**src/rtl/gpio_pkg.sv**
```systemverilog
package gpio_pkg;
  typedef enum logic [2:0] {
    PORT_IDLE  = 3'd0,
    PORT_WRITE = 3'd1,
    PORT_READ  = 3'd2,
    PORT_BSET  = 3'd3,
    PORT_BCLR  = 3'd4
  } port_op_e;
endpackage

```
**src/rtl/gpio_dir_reg.sv**
```systemverilog
module gpio_dir_reg #(
  parameter int PIN_W       = 6,
  parameter int IN_ONLY_BIT = 3
) (
  input  logic             clk,
  input  logic             rst,
  input  logic             load,
  input  logic [PIN_W-1:0] wdata,
  output logic [PIN_W-1:0] dir_q
);
  for (genvar i = 0; i < PIN_W; i++) begin : g_bit
    if (i == IN_ONLY_BIT) begin : g_fixed
      assign dir_q[i] = 1'b1;
    end else begin : g_reg
      logic d_q;
      always_ff @(posedge clk) begin
        if (rst)       d_q <= 1'b1;
        else if (load) d_q <= wdata[i];
      end
      assign dir_q[i] = d_q;
    end
  end
endmodule

```
**src/rtl/gpio_out_latch.sv**
```systemverilog
module gpio_out_latch
  import gpio_pkg::*;
#(
  parameter int PIN_W = 6,
  parameter int IDX_W = 3
) (
  input  logic             clk,
  input  logic             rst,
  input  port_op_e         op,
  input  logic [IDX_W-1:0] bit_idx,
  input  logic [PIN_W-1:0] wdata,
  input  logic [PIN_W-1:0] pin_view,
  output logic [PIN_W-1:0] latch_q
);
  logic [PIN_W-1:0] rmw_v;
  logic             set_val;

  assign set_val = (op == PORT_BSET);

  always_comb begin
    for (int i = 0; i < PIN_W; i++) begin
      rmw_v[i] = (bit_idx == IDX_W'(i)) ? set_val : pin_view[i];
    end
  end

  always_ff @(posedge clk) begin
    if (rst) begin
      latch_q <= '0;
    end else begin
      case (op)
        PORT_WRITE:           latch_q <= wdata;
        PORT_BSET, PORT_BCLR: latch_q <= rmw_v;
        default:              latch_q <= latch_q;
      endcase
    end
  end
endmodule

```
**src/rtl/gpio_wake_unit.sv**
```systemverilog
module gpio_wake_unit #(
  parameter int             PIN_W       = 6,
  parameter int             IN_ONLY_BIT = 3,
  parameter logic [PIN_W-1:0] WAKE_MASK = 6'b001011
) (
  input  logic             clk,
  input  logic             rst,
  input  logic             wk_en,
  input  logic             mclr_mode,
  input  logic             rd_strobe,
  input  logic [PIN_W-1:0] pad_in,
  output logic [PIN_W-1:0] pull_q,
  output logic             wake_q
);
  localparam logic [PIN_W-1:0] RST_PIN = PIN_W'(1) << IN_ONLY_BIT;

  logic [PIN_W-1:0] snap_q;
  logic [PIN_W-1:0] live_mask;
  logic [PIN_W-1:0] pull_d;
  logic             changed;

  assign live_mask = mclr_mode ? (WAKE_MASK & ~RST_PIN) : WAKE_MASK;
  assign changed   = |((pad_in ^ snap_q) & live_mask);
  assign pull_d    = (wk_en ? WAKE_MASK : '0) | (mclr_mode ? RST_PIN : '0);

  always_ff @(posedge clk) begin
    if (rst) begin
      snap_q <= '0;
      wake_q <= 1'b0;
      pull_q <= '0;
    end else begin
      pull_q <= pull_d;
      if (rd_strobe) snap_q <= pad_in & WAKE_MASK;
      if (rd_strobe || !wk_en) wake_q <= 1'b0;
      else if (changed)        wake_q <= 1'b1;
    end
  end
endmodule

```
**src/rtl/gpio_port.sv**
```systemverilog
module gpio_port
  import gpio_pkg::*;
#(
  parameter int PORT_W      = 8,
  parameter int PIN_W       = 6,
  parameter int IN_ONLY_BIT = 3,
  parameter logic [PIN_W-1:0] WAKE_MASK = 6'b001011,
  localparam int IDX_W      = $clog2(PORT_W),
  localparam int PAD_W      = PORT_W - PIN_W
) (
  input  logic              clk,
  input  logic              rst,
  input  logic [2:0]        cpu_op,
  input  logic [IDX_W-1:0]  cpu_bit,
  input  logic [PORT_W-1:0] cpu_wdata,
  output logic [PORT_W-1:0] cpu_rdata,
  input  logic              dir_load,
  input  logic [PORT_W-1:0] dir_wdata,
  input  logic [PIN_W-1:0]  alt_mask,
  input  logic              wk_en,
  input  logic              mclr_mode,
  input  logic [PIN_W-1:0]  pad_in,
  output logic [PIN_W-1:0]  pad_out,
  output logic [PIN_W-1:0]  pad_oe,
  output logic [PIN_W-1:0]  pull_en,
  output logic              wake_flag
);
  port_op_e         op;
  logic [PIN_W-1:0] pin_view;
  logic [PIN_W-1:0] dir_q;
  logic             rd_strobe;

  assign op        = port_op_e'(cpu_op);
  assign pin_view  = pad_in & ~alt_mask;
  assign rd_strobe = (op == PORT_READ);

  gpio_dir_reg #(.PIN_W(PIN_W), .IN_ONLY_BIT(IN_ONLY_BIT)) u_dir (
    .clk(clk), .rst(rst), .load(dir_load),
    .wdata(dir_wdata[PIN_W-1:0]), .dir_q(dir_q)
  );

  gpio_out_latch #(.PIN_W(PIN_W), .IDX_W(IDX_W)) u_latch (
    .clk(clk), .rst(rst), .op(op), .bit_idx(cpu_bit),
    .wdata(cpu_wdata[PIN_W-1:0]), .pin_view(pin_view), .latch_q(pad_out)
  );

  gpio_wake_unit #(.PIN_W(PIN_W), .IN_ONLY_BIT(IN_ONLY_BIT), .WAKE_MASK(WAKE_MASK)) u_wake (
    .clk(clk), .rst(rst), .wk_en(wk_en), .mclr_mode(mclr_mode),
    .rd_strobe(rd_strobe), .pad_in(pad_in), .pull_q(pull_en), .wake_q(wake_flag)
  );

  assign pad_oe = ~dir_q;

  always_ff @(posedge clk) begin
    if (rst)            cpu_rdata <= '0;
    else if (rd_strobe) cpu_rdata <= {{PAD_W{1'b0}}, pin_view};
  end
endmodule

```
**config.mk**
```make
export PLATFORM = sky130hd
export DESIGN_NAME = gpio_port
export DESIGN_NICKNAME = d
export VERILOG_FILES = /design/src/rtl/gpio_pkg.sv /design/src/rtl/gpio_dir_reg.sv /design/src/rtl/gpio_out_latch.sv /design/src/rtl/gpio_wake_unit.sv /design/src/rtl/gpio_port.sv
export SDC_FILE = /design/constraint.sdc
export NUM_CORES = 1
export LEC_CHECK = 0
export BUFFER_PORTS_ARGS = -buffer_cell sky130_fd_sc_hd__buf_4
export CAP_MARGIN = 15
export CORE_MARGIN = 3
export CORE_UTILIZATION = 30
export DETAILED_ROUTE_END_ITERATION = 16
export GPL_TIMING_DRIVEN = 0
export PLACE_DENSITY = 0.59
export SYNTH_ARGS = -nofsm -noshare
export SYNTH_HDL_FRONTEND = slang
export SYNTH_SLANG_ARGS = --single-unit
```
**constraint.sdc**
```tcl
create_clock -name clk -period 1.5 [get_ports clk]
set_input_delay 0.375 -clock clk [delete_from_list [all_inputs] [get_ports clk]]
set_output_delay 0.375 -clock clk [all_outputs]
set_load 0.01 [all_outputs]
```
# Yosys cells after proc, flatten, opt, wreduce, memory -nomap -nowiden
# Index checks and enable logic that the tools add are counted.
# classes
eq_ne	9
n_bitwise	6
mux	10
n_reduce_logical	7
# ops
cell	n
6-bit bitwise AND	2
3-bit by 2-bit == test with 1-bit output (second input constant)	4
4-bit two-way mux	3
6-bit inverter	2
6-bit case mux with 2 select lines	1
3-bit == test (second input constant)	3
3-bit by 1-bit == test with 1-bit output (second input constant)	2
1-bit two-way mux	6
6-bit bitwise OR	1
6-bit OR reduction	1
6-bit by 4-bit bitwise XOR with 6-bit output	1
2-bit OR reduction	2
3-bit logical NOT	1
2-bit nonzero test	1
1-bit logical NOT	1
1-bit logical OR	1
# word_totals
register_bits	27
out_inout_bits	27

# Logic depth before layout (Yosys ltp)
# depth
depth_word	4
depth_mapped	5
ltp_nobuf	3

# Hierarchy
# A second synthesis with hierarchy kept.
# unflattened
cells_unflattened	146
hier_area_um2	1402.6
# modules_own_cells
module	n_inst	area_per_inst_um2	cells_each
gpio_out_latch	1	510.5	55
gpio_port	1	387.9	42
gpio_wake_unit	1	256.5	26
gpio_dir_reg	1	247.7	23

# Least setup slack after synthesis
# No wires, ideal clock.
# synth_path
kind	input port to flip-flop
from	in cpu_op[0]
to	reg u_wake.wake_q
t_arrival_ns	1.125
slack_ns	0.260
required_ns	1.385
path_stages	4
setup_time_ns	0.115
path_cell_list	buf_6 -> or3b_1 -> buf_6 -> and3_1
# synth_via
elab_chain_len	3
# synth_rtl
item	line_no	rtl
start, declared	gpio_port.sv:13	input logic [2:0] cpu_op,
3-bit by 2-bit == test with 1-bit output	gpio_port.sv:35	assign rd_strobe = (op == PORT_READ);
1-bit logical OR	gpio_wake_unit.sv:34	if (rd_strobe || !wk_en) wake_q <= 1'b0;
2-bit OR reduction (no line)	-	
end signal, assigned	gpio_wake_unit.sv:29	wake_q <= 1'b0;
end signal, assigned	gpio_wake_unit.sv:34	
end signal, assigned	gpio_wake_unit.sv:35	else if (changed) wake_q <= 1'b1;
end, declared	gpio_wake_unit.sv:13	output logic wake_q
# Every way passes these cells.
# A chain may end at the register's enable or synchronous reset.

# Final worst setup path
# layout_path
from	reg u_wake.pull_q[1]
to	out pull_en[1]
# layout_rtl
item	line_no	rtl
start, declared	gpio_wake_unit.sv:12	output logic [PIN_W-1:0] pull_q,
start signal, assigned	gpio_wake_unit.sv:32	pull_q <= pull_d;
end, declared	gpio_port.sv:25	output logic [PIN_W-1:0] pull_en,
# No word-level cell between the ends.

==> reports/qor.yml <==
cts_buffers: 3
cts_tree: "done"
hold_depth: 2
fp.dieH_um: 69.34
grt.total_usage: 0.1265
syn_inst: 139
p_int_uw: 1003
path_delay_family: "flip-flops"
crit_chain: "buf_4 -> buf_4"
setup_viol: 0
worstPathRequired_ns: 1.12
drt_wl_total_um: 3095
syn_to_final_growth_pct: 42.83
grt_max_degree: 14
swShare: 0.2713
critPathKind: "reg -> out"
grt-ovfl-total: 0
first_iter_violations: 31
status: "completed"
p_clk_frac: 0.283
core_um2: 3771
synth_cell_type_count: 28
cp_slowest_cell: "dfxtp_1"
p_comb_frac: 0.234
final_common_cell: "buf_4"
crit_fanout: 2
ys_warn_count: 0
grt_pass1_wl_um: 4995
maxSlewHeadroom: 0.6043
start_util: 0.3192
fin_skew_ns: 0.0003049
synthesis.area_um2: 1204
drtAntennaViolNets: 0
wire_per_inst_um: 12.48
synth-seq-area-share: 0.3825
pwr-share-seq: 0.482
portBuffers: 52
dp_hpwl_um: 2499
final_cell_mix: "buf_4 (59), nand2_1 (24), dfxtp_1 (23)"
p_per_area_nw_per_um2: 801.0
cts_root_buf: "clkbuf_8"
min_period_ns: 1.207
place_ws_ns: 0.1046
dieArea_um2: 4808
maxCapViolations: 0
postCtsSetupRepairBufs: 0
r2r_slack_ns: 0.62
grt_pass1_vias: 1102
final-max-slew-violation-count: 0
worst_slack_ns: 0.2934
endpoint_kind: "output pin"
cts_resized: 0
dr.pass1.iters: 4
hold_path_class: "in -> reg"
cpMostUsedCell: "buf_4"
fmax_mhz: 828.8
diodes: 0
avgSynthCellArea_um2: 8.659
min_to: "u_wake.pull_q[1]"
cts_hold_buf: 0
slowest_delay_ns: 0.31
leakage_uw: 0.0007890
regToRegStartpoint: "u_wake.snap_q[1]"
stdcell_count: 248
finalInstanceArea_um2: 1719
htree_levels: 1
worstHoldStart: "rst"
ios: 66
drcViolationCount: 0
tightest_slew_ns: 0.5909
vias: 1168
final_hold_viol_count: 0
clock_latency_ns: 0.27
power.switching_uw: 373.6
die_w_um: 69.34
placement.cell_area_um2: 1673
r2r_cells: 3
placed_cells: 244
clk_path_buf_depth: 2
crit_path_start_kind: "flop"
cts_num_sinks: 23
finalSetupTns_ns: 0
worstReg2RegEnd: "u_wake.wake_q"
critical_path_buf_inv_count: 2
cts.clk_slew.worst_paths_ns: 0.08
nNetsFinal: 240
post-route-period-util: 0.8044
ys_ff_latch: 23
n_fill_cell: 379
drive_gt1_frac: 0.3800
antenna_found_initial: 0
gp_congestion: 0.7322
rows: 22
vias_per_cell: 4.710
rsz0062_at_grt: "false"
cp_data_arrival_time_ns: 0.83
ir_drop_v: 0.0002544
==> routing by layer <==
layer | global-route usage | up-vias | part of all wire
met5 | 0 | - | 0
met4 | 0.05857 | 0 | 0.029
met3 | 0.03188 | 9 | 0.063
met2 | 0.2182 | 38 | 0.49
met1 | 0.1454 | 519 | 0.42
li1 | - | 602 | -
==> cell families (layout without fill, tap and decap cells) <==
group / after synthesis / count (layout) / synth area share
flip-flops: 23 / 23 / 0.3825
multiplexers: 2 / 2 / 0.01663
XOR/XNOR: 3 / 3 / 0.02183
buffers and inverters: 22 / 78 / 0.1060
AO/OA/AOI/OAI: 37 / 37 / 0.2360
other: 1 / 6 / 0.003116
AND/OR/NAND/NOR: 51 / 51 / 0.2339
==> sequential cells by signal, indices dropped and copies added (netlist names) <==
signal	count
cpu_rdata	6
u_dir.g_bit.g_reg.d_q	5
u_latch.latch_q	6
u_wake.pull_q	2
u_wake.snap_q	3
u_wake.wake_q	1
==> metrics by stage <==
step	hold slack, ns	power (µW)	util
after floorplan	0.4496	847.0	-
after global placement	0.4474	995.6	0.4436
after detailed placement	0.4488	1003	0.4436
after CTS	0.2855	1389	0.4559
after global routing	0.2817	1445	0.4559
final	0.2900	1377	0.4559
==> worst max path at each step <==
stage                           from                  to  slack, ns  cells past startpoint
floorplan                  cpu_op[0]       u_wake.wake_q       0.26                      4
global route        u_wake.pull_q[1]          pull_en[1]       0.27                      2
detailed placement         cpu_op[2]  u_latch.latch_q[1]       0.10                      4
finish              u_wake.pull_q[1]          pull_en[1]       0.29                      2
CTS                 u_wake.pull_q[1]          pull_en[1]       0.28                      2
global placement           cpu_op[2]  u_latch.latch_q[4]       0.19                      4
==> synth_stat cells, drive strengths merged <==
cell type | instances | area share
a21oi | 9 | 0.037
a221oi | 6 | 0.075
and3 | 1 | 0.0052
and3b | 3 | 0.022
buf | 12 | 0.075
clkbuf | 2 | 0.0062
conb | 1 | 0.0031
dfxtp | 23 | 0.38
inv | 8 | 0.025
mux2i | 2 | 0.017
nand2 | 24 | 0.075
nand2b | 4 | 0.021
nand3b | 1 | 0.0062
nor2 | 2 | 0.0062
nor2b | 8 | 0.042
nor3 | 1 | 0.0042
nor3b | 4 | 0.033
o2111ai | 1 | 0.0073
o211ai | 5 | 0.031
o21ai | 4 | 0.017
o22ai | 6 | 0.031
o31ai | 6 | 0.037
or2 | 1 | 0.0052
or3b | 2 | 0.015
xnor2 | 3 | 0.022
==> power by group through the flow <==
stage	combinational (µW)	sequential [µW]	clock (µW)
after detailed placement	325	678	0
after CTS	325	664	399
after floorplan	161	686	0
after global routing	354	668	423
final	323	664	390
after global placement	319	677	0
==> layout make-up <==
type                    count  area (µm²)  share of cell area
clock buffers               3       41.29             0.02402
plain buffers              14       97.59             0.05677
well taps                  48       60.06             0.03493
repair buffers             52       390.4              0.2271
inverters                   8       30.03             0.01747
multi-input cells          99       634.4              0.3690
clock inverters             1       5.005            0.002911
flip-flops and latches     23       460.4              0.2678
Note: power is estimated with default switching activity, not from simulation.
